`src/rtl/bsbPkg.sv`:
```
package bsbPkg;

  typedef enum logic [1:0] {
    TGT_RAM = 2'd0,
    TGT_REG = 2'd1,
    TGT_ROM = 2'd2
  } tgt_e;

  // strobes from the sequencer to the datapath
  typedef struct packed {
    logic latchAddr;
    logic latchWr;
    logic issue;
    logic half;
    logic capLo;
    logic capHi;
    logic drive;
  } ctlStrb_t;

  function automatic logic [31:0] swapBytes(input logic [31:0] w);
    logic [31:0] r;
    for (int i = 0; i < 4; i++) begin
      r[8*i +: 8] = w[8*(3-i) +: 8];
    end
    return r;
  endfunction

endpackage

```
`src/rtl/bsbArb.sv`:
```
module bsbArb (
  input  logic clk,
  input  logic rstN,
  input  logic dmaReq,
  input  logic hostReq,
  output logic dmaGnt,
  output logic hostGnt
);

  logic dmaNext;
  logic hostNext;

  // current owner keeps the bus while it requests; otherwise DMA wins
  always_comb begin
    dmaNext  = 1'b0;
    hostNext = 1'b0;
    if (dmaGnt && dmaReq) begin
      dmaNext = 1'b1;
    end else if (hostGnt && hostReq) begin
      hostNext = 1'b1;
    end else if (dmaReq) begin
      dmaNext = 1'b1;
    end else if (hostReq) begin
      hostNext = 1'b1;
    end
  end

  always_ff @(posedge clk or negedge rstN) begin
    if (!rstN) begin
      dmaGnt  <= 1'b0;
      hostGnt <= 1'b0;
    end else begin
      dmaGnt  <= dmaNext;
      hostGnt <= hostNext;
    end
  end

endmodule

```
`src/rtl/bsbCtl.sv`:
```
module bsbCtl
  import bsbPkg::*;
(
  input  logic     clk,
  input  logic     rstN,
  input  logic     startHit,
  input  logic     hostGnt,
  output logic     hostReq,
  output ctlStrb_t strb
);

  typedef enum logic [2:0] {
    S_IDLE,
    S_ARB,
    S_LO,
    S_HI,
    S_FIN,
    S_ACK
  } state_e;

  state_e state;
  state_e stateNext;

  always_comb begin
    stateNext = state;
    strb      = '0;
    hostReq   = 1'b0;
    unique case (state)
      S_IDLE: begin
        if (startHit) begin
          strb.latchAddr = 1'b1;
          stateNext      = S_ARB;
        end
      end
      S_ARB: begin
        hostReq      = 1'b1;
        strb.latchWr = 1'b1;
        if (hostGnt) stateNext = S_LO;
      end
      S_LO: begin
        hostReq    = 1'b1;
        strb.issue = 1'b1;
        stateNext  = S_HI;
      end
      S_HI: begin
        hostReq    = 1'b1;
        strb.issue = 1'b1;
        strb.half  = 1'b1;
        strb.capLo = 1'b1;
        stateNext  = S_FIN;
      end
      S_FIN: begin
        strb.capHi = 1'b1;
        stateNext  = S_ACK;
      end
      S_ACK: begin
        strb.drive = 1'b1;
        stateNext  = S_IDLE;
      end
      default: stateNext = S_IDLE;
    endcase
  end

  always_ff @(posedge clk or negedge rstN) begin
    if (!rstN) state <= S_IDLE;
    else       state <= stateNext;
  end

endmodule

```
`src/rtl/bsbDatapath.sv`:
```
module bsbDatapath
  import bsbPkg::*;
#(
  parameter int RamAw = 13
) (
  input  logic             clk,
  input  logic             rstN,
  input  logic [3:0]       slotId,
  input  logic             startN,
  input  logic             rdMode,
  input  logic [31:0]      adInN,
  input  ctlStrb_t         strb,
  output logic             startHit,
  output logic [31:0]      adOutN,
  output logic             adOe,
  output logic [RamAw-1:0] locAddr,
  output logic [15:0]      locWrData,
  input  logic [15:0]      locRdData,
  output logic             locWe,
  output logic             locRamSel,
  output logic             locRegSel,
  output logic             locRomSel
);

  localparam int IdxW = RamAw - 1;

  logic [7:0]      slotCode;
  logic [IdxW-1:0] idxQ;
  tgt_e            tgtQ;
  logic            readQ;
  logic [31:0]     wrQ;
  logic [15:0]     rdLo;
  logic [15:0]     rdHi;
  logic [31:0]     wrLocal;
  logic [23:0]     addrPlain;

  assign slotCode  = {4'hF, slotId};
  assign startHit  = !startN && (adInN[31:24] == slotCode);
  assign addrPlain = ~adInN[23:0];

  always_ff @(posedge clk or negedge rstN) begin
    if (!rstN) begin
      idxQ  <= '0;
      tgtQ  <= TGT_RAM;
      readQ <= 1'b0;
      wrQ   <= '0;
      rdLo  <= '0;
      rdHi  <= '0;
    end else begin
      if (strb.latchAddr) begin
        idxQ  <= addrPlain[RamAw:2];
        readQ <= rdMode;
        unique case (addrPlain[23:22])
          2'b00:   tgtQ <= TGT_RAM;
          2'b01:   tgtQ <= TGT_REG;
          default: tgtQ <= TGT_ROM;
        endcase
      end
      if (strb.latchWr) wrQ  <= ~adInN;
      if (strb.capLo)   rdLo <= locRdData;
      if (strb.capHi)   rdHi <= locRdData;
    end
  end

  // local word layout: first access carries the upper half of the swapped word
  assign wrLocal   = swapBytes(wrQ);
  assign locWrData = strb.half ? wrLocal[15:0] : wrLocal[31:16];

  always_comb begin
    unique case (tgtQ)
      TGT_RAM: locAddr = {idxQ, strb.half};
      TGT_REG: locAddr = RamAw'({idxQ[2:0], strb.half});
      default: locAddr = RamAw'({idxQ[6:0], strb.half});
    endcase
  end

  assign locRamSel = strb.issue && (tgtQ == TGT_RAM);
  assign locRegSel = strb.issue && (tgtQ == TGT_REG);
  assign locRomSel = strb.issue && (tgtQ == TGT_ROM);
  assign locWe     = strb.issue && !readQ;

  assign adOe   = strb.drive && readQ;
  assign adOutN = adOe ? ~swapBytes({rdLo, rdHi}) : '1;

endmodule

```
`src/rtl/bpSlaveBridge.sv`:
```
module bpSlaveBridge
  import bsbPkg::*;
#(
  parameter int RamAw = 13
) (
  input  logic             clk,
  input  logic             rstN,
  input  logic [3:0]       slotId,
  input  logic             startN,
  input  logic             rdMode,
  input  logic [31:0]      adInN,
  output logic [31:0]      adOutN,
  output logic             adOe,
  output logic             ackN,
  input  logic             dmaReq,
  output logic             dmaGnt,
  output logic             hostOwns,
  output logic [RamAw-1:0] locAddr,
  output logic [15:0]      locWrData,
  input  logic [15:0]      locRdData,
  output logic             locWe,
  output logic             locRamSel,
  output logic             locRegSel,
  output logic             locRomSel
);

  ctlStrb_t strb;
  logic     startHit;
  logic     hostReq;

  initial begin
    if (RamAw < 8 || RamAw > 22) $error("RamAw out of range");
  end

  bsbCtl ctl_i (
    .clk     (clk),
    .rstN    (rstN),
    .startHit(startHit),
    .hostGnt (hostOwns),
    .hostReq (hostReq),
    .strb    (strb)
  );

  bsbArb arb_i (
    .clk    (clk),
    .rstN   (rstN),
    .dmaReq (dmaReq),
    .hostReq(hostReq),
    .dmaGnt (dmaGnt),
    .hostGnt(hostOwns)
  );

  bsbDatapath #(.RamAw(RamAw)) dp_i (
    .clk      (clk),
    .rstN     (rstN),
    .slotId   (slotId),
    .startN   (startN),
    .rdMode   (rdMode),
    .adInN    (adInN),
    .strb     (strb),
    .startHit (startHit),
    .adOutN   (adOutN),
    .adOe     (adOe),
    .locAddr  (locAddr),
    .locWrData(locWrData),
    .locRdData(locRdData),
    .locWe    (locWe),
    .locRamSel(locRamSel),
    .locRegSel(locRegSel),
    .locRomSel(locRomSel)
  );

  assign ackN = ~strb.drive;

endmodule

```
`config.mk`:
```
export PLATFORM = sky130hd
export DESIGN_NAME = bpSlaveBridge
export DESIGN_NICKNAME = d
export VERILOG_FILES = /design/src/rtl/bsbPkg.sv /design/src/rtl/bsbArb.sv /design/src/rtl/bsbCtl.sv /design/src/rtl/bsbDatapath.sv /design/src/rtl/bpSlaveBridge.sv
export SDC_FILE = /design/constraint.sdc
export NUM_CORES = 1
export LEC_CHECK = 0
export CAP_MARGIN = 40
export CORE_AREA = 2 2 96 98
export CTS_CLUSTER_SIZE = 25
export DETAILED_ROUTE_END_ITERATION = 16
export DIE_AREA = 0 0 98 100
export DONT_BUFFER_PORTS = 1
export MAX_ROUTING_LAYER = met4
export PLACE_DENSITY = 0.6
export SLEW_MARGIN = 25
export SYNTH_ARGS = -nofsm -noshare
export SYNTH_HDL_FRONTEND = slang
export SYNTH_HIERARCHICAL = 1
export SYNTH_SLANG_ARGS = --single-unit
```
`constraint.sdc`:
```
create_clock -name clk -period 4.3 [get_ports clk]
set_clock_uncertainty 0.2 [all_clocks]
set_input_delay 0.43 -clock clk [delete_from_list [all_inputs] [get_ports clk]]
set_output_delay 0.43 -clock clk [all_outputs]
set_load 0.03 [all_outputs]
```
==> flow_summary.json, run 1 <==
{
  "cp-start-kind": "flop",
  "grt_max_degree": 85,
  "root_buffer": "clkbuf_8",
  "clk_pin_slew_ns": 0.08,
  "tightest_slew_ns": 0.8986,
  "clkLatencyLatePin_ns": 0.34,
  "grt.met2_usage_pct": 24.76,
  "drt_first_pass_iters": 5,
  "grt_first_pass_wirelength_mm": 12.65,
  "fin_crit_sh_pct": 66.11,
  "cts_tree": "yes",
  "top_usage_layer": "met2",
  "synth.avg_cell_area_um2": 11.68,
  "synth_area_leaders": "dfrtp_1, mux2_4, mux2_2",
  "hold_path_class": "input pin to flop",
  "dp_hpwl_mm": 5.083,
  "p_switching_mw": 1.117,
  "htree_levels": 3,
  "arrival_ns": 2.21,
  "drtIter0Drc": 114,
  "grt_usage_pct": 16.89,
  "dieWidth_um": 98,
  "start_util_pct": 43.35,
  "wl_mm": 7.795,
  "slowest_stage": "dfrtp_1",
  "portBuffers": 0,
  "placed_cells": 423,
  "syn_area_um2": 3854,
  "clkSinkCount": 84,
  "relSlewSlack_pct": 39.63,
  "drive_gt1_share_pct": 20.65,
  "wl_per_cell_um": 16.27,
  "maxCapViolations": 0,
  "cts_max_path_buffers": 2,
  "core_area_um2": 8890,
  "antenna_found_initial": 0,
  "netlist.area_leader.share_pct": 54.55,
  "power_mw": 3.175,
  "synth_nets": 387,
  "yosysSeqAreaShare_pct": 54.55,
  "rows": 35,
  "hold_viol_final": 0,
  "die_h_um": 100,
  "timing.fmax_mhz": 351.8,
  "seqPwrFrac_pct": 42.0,
  "leakage_nw": 1.927,
  "design.die.area_um2": 9800,
  "p_int_mw": 2.058,
  "place_congestion": 0.7691,
  "ioPinCount": 126,
  "ys_ff_latch": 84,
  "cp_data_required_time_ns": 3.67,
  "cts_resized": 0,
  "synth_warnings": 6,
  "cpPeakStageDelay_ns": 0.52,
  "finalCriticalPeriod_ns": 2.843,
  "outcome": "completed",
  "fin_cells": 479,
  "synthToLayoutAreaGrowth_pct": 17.18,
  "r2r_setup_slack_ns": 2.22,
  "ys.flop_type": "dfrtp_1",
  "yosysUniqueCellTypes": 24,
  "numCtsBuffers": 9,
  "worstSetupEndpointType": "primary output",
  "critical_path.max_fanout": 18,
  "rsz0062_at_grt": "false",
  "path_class": "flop to primary output",
  "synth_async_sr_flop_share_pct": 100.0,
  "diodes": 0,
  "p_sw_share_pct": 35.18,
  "vdd_drop_max_mv": 0.3134,
  "via_per_inst": 5.035,
  "setup_viol": 0,
  "grt_use_met3_pct": 5.292,
  "tns_ns": 0,
  "path_cells": "nor2_4 > buf_4 > mux2_2",
  "power_density_nw_per_um2": 703.1,
  "grt_pass1_vias": 2490,
  "comb_power_share_pct": 37.3,
  "syn_inst": 330,
  "maxSlewViolCount": 0,
  "drcViolationCount": 0,
  "pwr-share-clk_pct": 20.7,
  "use_met1_pct": 21.97,
  "synth_edf_count": 0,
  "ant_nets": 0,
  "num-nets-final": 420,
  "vias": 2412,
  "grt-ovfl-total": 0,
  "synth.largest_area_cell": "dfrtp_1"
}
[synth_stat cells, drive strengths merged (4+ instances only)]
library cell,number
nand2,35
o21ai,4
mux2i,15
mux2,48
xnor2,4
inv,20
nor2,36
dfrtp,84
buf,26
and3,4
a21oi,36
nor3,6
[metal layers]
layer  wire, µm  part of all wire [%]
met2       3498                    45
met5          0                     0
met1       3512                    45
met4        121                   1.6
met3        663                   8.5
[area by class of cell]
class	instances	area (µm²)
sequential	84	2102
timing repair buffer	48	504.2
clock buffer	11	131.4
inverter	20	75.07
clock inverter	5	100.1
tap	111	138.9
multi-input combinational	200	1464
fill	774	4374
[power by group through the flow]
stage | logic [mW] | registers, mW | clock network [mW]
floorplan | 1.05 | 1.27 | 0
global placement | 1.07 | 1.34 | 0
detailed placement | 1.13 | 1.35 | 0
CTS | 1.19 | 1.34 | 0.684
global route | 1.29 | 1.38 | 0.717
finish | 1.18 | 1.33 | 0.657
[per-stage QoR]
stage	hold WS [ns]	instance area, µm²	worst slack [ns]	utilization, %
detailed placement	-0.06349	3861	1.785	43.43
finish	0.02624	4516	1.457	50.80
CTS	0.0009819	4491	1.386	50.51
floorplan	-0.06559	3854	2.038	-
global placement	-0.06352	3817	1.665	42.94
global route	0.0003835	4516	1.253	50.80
[kinds of logic after synthesis]
group / after synthesis / share of synthesized area [%]
xor gates and xnor gates: 4 / 0.9090
buffers and inverters: 46 / 7.857
DFF: 84 / 54.55
muxes: 63 / 20.65
and+or+nand+nor: 91 / 10.23
AOI/OAI and AO/OA: 42 / 5.812
[critical path, delay by kind of cell (launching register included)]
family        cells  cell delay (ns)
flops             1             0.52
simple gates      1             0.45
buf+inv           1             0.41
mux               1             0.48
[registers in the layout (all words and copies together) (netlist names)]
name and count:
dp_i/tgtQ 2, arb_i/dmaGnt 1, dp_i/idxQ 12, dp_i/readQ 1, dp_i/wrQ 32, ctl_i/state 3, arb_i/hostGnt 1, dp_i/rdLo 16
dp_i/rdHi 16
[repair_timing]
| item | 4_1_cts | 5_1_grt |
|---|---|---|
| setup buffers | 0 | 0 |
| hold buffers | 38 | 1 |
| endpoints found under the hold margin | 134 | 1 |
[cells in the final DEF, fill, tap and decap left out, drive strengths merged]
master       instances
nand4                2
nand2               35
mux2                48
nand3b               2
nand2b               2
nor3                 6
and2                 1
and3                 4
mux2i               15
clkinv               2
dlygate4sd3         38
o21ai                4
a21oi               36
xnor2                4
buf                 10
bufinv               3
o311ai               1
inv                 20
o21a                 1
clkbuf              11
nor2b                3
dfrtp               84
nor2                36
[final timing paths]
| check | endpoint | start | cells past startpoint |
|---|---|---|---|
| max in group asynchronous | dp_i/tgtQ[1] | rstN | 2 |
| worst max-delay path | locWrData[1] | ctl_i/state[2] | 3 |
| worst min-delay path | dp_i/rdHi[11] | locRdData[11] | 1 |
| worst min register to register | dp_i/rdLo[6] | dp_i/rdLo[6] | 1 |
| worst max register to register | dp_i/rdLo[2] | ctl_i/state[2] | 3 |
| min in group asynchronous | dp_i/rdHi[1] | rstN | 2 |
Note: power is estimated with default switching activity, not from simulation.
==> run 2: changes to the inputs <==
PLACE_DENSITY = 0.62   (was 0.6)
clock period = 2.61 ns   (was 4.3 ns; I/O delays follow)
==> run 2 against run 1 <==
  * First-iteration DRC count down 28%
  * Design area up 7.7%
  * Count of clock-buffer cells in the layout down 2
  * Largest power group unchanged
  * Sequential cell count unchanged
  * Critical path depth up 3
  * Worst setup slack worse by 1.3 ns
  * Sequential power up 65%
  * Register-to-register slack worse by 1.5 ns
  * Highest routed layer unchanged
  * Total power up 60%
==> flow_summary.json, run 2 (synthesized netlist as in run 1, its figures left out) <==
{
  "outcome": "completed",
  "ioPinCount": 126,
  "synthToLayoutAreaGrowth_pct": 26.17,
  "antenna_found_initial": 0,
  "vdd_drop_max_mv": 0.4535,
  "grt-ovfl-total": 0,
  "hold_path_class": "input pin to flop",
  "numCtsBuffers": 9,
  "placed_cells": 460,
  "multi_input_area_um2": 1464,
  "drtIter0Drc": 82,
  "maxSlewViolCount": 0,
  "drt_first_pass_iters": 4,
  "leakage_nw": 2.115,
  "htree_levels": 3,
  "min_from": "startN",
  "wl_per_cell_um": 15.81,
  "start_util_pct": 43.35,
  "largest_reg_flops": 32,
  "drcViolationCount": 0,
  "holdPathStages": 3,
  "path_cells": "nand2b_1 > nor2_1 > and2_1 > buf_4 > nand2_1 > buf_4",
  "slowest_stage": "dfrtp_1",
  "portBuffers": 0,
  "drive_gt1_share_pct": 27.58,
  "final_common_cell": "dfrtp_1",
  "design.die.area_um2": 9800,
  "r2r-start": "ctl_i/state[1]",
  "power_density_nw_per_um2": 1045,
  "cp_data_required_time_ns": 2.15,
  "clkSinkCount": 84,
  "relSlewSlack_pct": 57.32,
  "fin_cells": 528,
  "dp_hpwl_mm": 5.556,
  "vias": 2631,
  "maxCapViolations": 0,
  "wl_mm": 8.346,
  "grt_max_degree": 85,
  "seqCellArea_um2": 2103,
  "top_regs": "dp_i/wrQ (32), dp_i/rdHi (16), dp_i/rdLo (16)",
  "finish.utilization_pct": 54.69,
  "regToRegEndpoint": "dp_i/wrQ[0]",
  "grt_first_pass_wirelength_mm": 13.98,
  "whs_endpoint": "ctl_i/state[0]",
  "clkLatencyLatePin_ns": 0.35,
  "timing.fmax_mhz": 413.5,
  "place_congestion": 0.7442,
  "hold_viol_final": 0,
  "dieWidth_um": 98,
  "cts_tree": "yes",
  "cts_max_path_buffers": 2,
  "critical_path.max_fanout": 33,
  "finalCriticalPeriod_ns": 2.418,
  "arrival_ns": 1.96,
  "fin_crit_sh_pct": 92.65,
  "num-nets-final": 469,
  "rsz0062_at_grt": "false",
  "cpPeakStageDelay_ns": 0.45,
  "rr_worst_depth": 5,
  "path_delay_family": "simple AND/OR/NAND/NOR gates",
  "tightest_slew_ns": 0.6422,
  "grt_usage_pct": 18.61,
  "timing.critical_path.buf_inv": 2,
  "die_h_um": 100,
  "ant_nets": 0,
  "r2r_setup_slack_ns": 0.72,
  "via_per_inst": 4.983,
  "cp-start-kind": "flop",
  "grt_pass1_vias": 2728,
  "core_area_um2": 8890,
  "fillCellCount": 789,
  "tns_ns": 0,
  "largest-register": "dp_i/wrQ",
  "diodes": 0,
  "root_buffer": "clkbuf_8",
  "setup_viol": 0,
  "rows": 35,
  "layout_common_cells": "dfrtp_1, dlygate4sd3_1, buf_4",
  "path_common_cell": "buf_4",
  "worstSetupEndpointType": "primary output",
  "path_class": "flop to primary output",
  "clk_pin_slew_ns": 0.09
}
## run 2: cell type report
type / count / share of cell area, %
sequential: 84 / 43.26
clock inverter: 7 / 1.673
timing repair buffer: 97 / 18.01
multi-input combinational: 200 / 30.11
tap: 111 / 2.856
clock buffer: 9 / 2.548
inverter: 20 / 1.544
## run 2: worst min-delay path: cells and delay by family
kind | cells | cell delay [ns]
and+or+nand+nor | 1 | 0.04
AOI/OAI and AO/OA | 2 | 0.34
## run 2: metal layers
layer | track usage [%] | vias to the layer above | wire (µm)
met1 | 24.66 | 1266 | 3900
met4 | 7.372 | 0 | 129
met2 | 27.98 | 100 | 3802
met3 | 4.318 | 11 | 512
met5 | - | - | 0
li1 | - | 1254 | -
## run 2: timing repair
item,in CTS,in global routing
setup endpoints to repair,0,5
hold endpoints to repair,165,0
gates resized for setup,0,1
buffers inserted,0,0
hold buffers,52,0
## run 2: through the flow
step | setup slack [ns] | hold WS (ns) | instance area, µm² | total power, mW
floorplan | 0.5166 | -0.2346 | 3854 | 3.821
global placement | 0.5669 | -0.2325 | 4118 | 3.977
detailed placement | 0.5298 | -0.2327 | 4118 | 4.045
CTS | 0.1223 | 0.1129 | 4861 | 5.119
global route | 0.06219 | 0.1770 | 4862 | 5.437
finish | 0.1918 | 0.1380 | 4862 | 5.081
## run 2: worst max path at each step
stage / start / end / slack [ns] / cells after the start
floorplan: ctl_i/state[1] / locWrData[15] / 0.52 / 6
global placement: ctl_i/state[2] / adOutN[28] / 0.57 / 6
detailed placement: ctl_i/state[2] / adOutN[6] / 0.53 / 6
CTS: ctl_i/state[2] / adOutN[6] / 0.12 / 6
global route: ctl_i/state[1] / adOutN[5] / 0.06 / 6
finish: ctl_i/state[1] / adOutN[21] / 0.19 / 6
## run 2: power breakdown
group	internal, mW	total, mW	leakage, nW	switching, mW
clock network	0.458	0.961	0.106	0.504
registers	1.85	2.20	0.942	0.353
logic	0.872	1.92	1.07	1.04
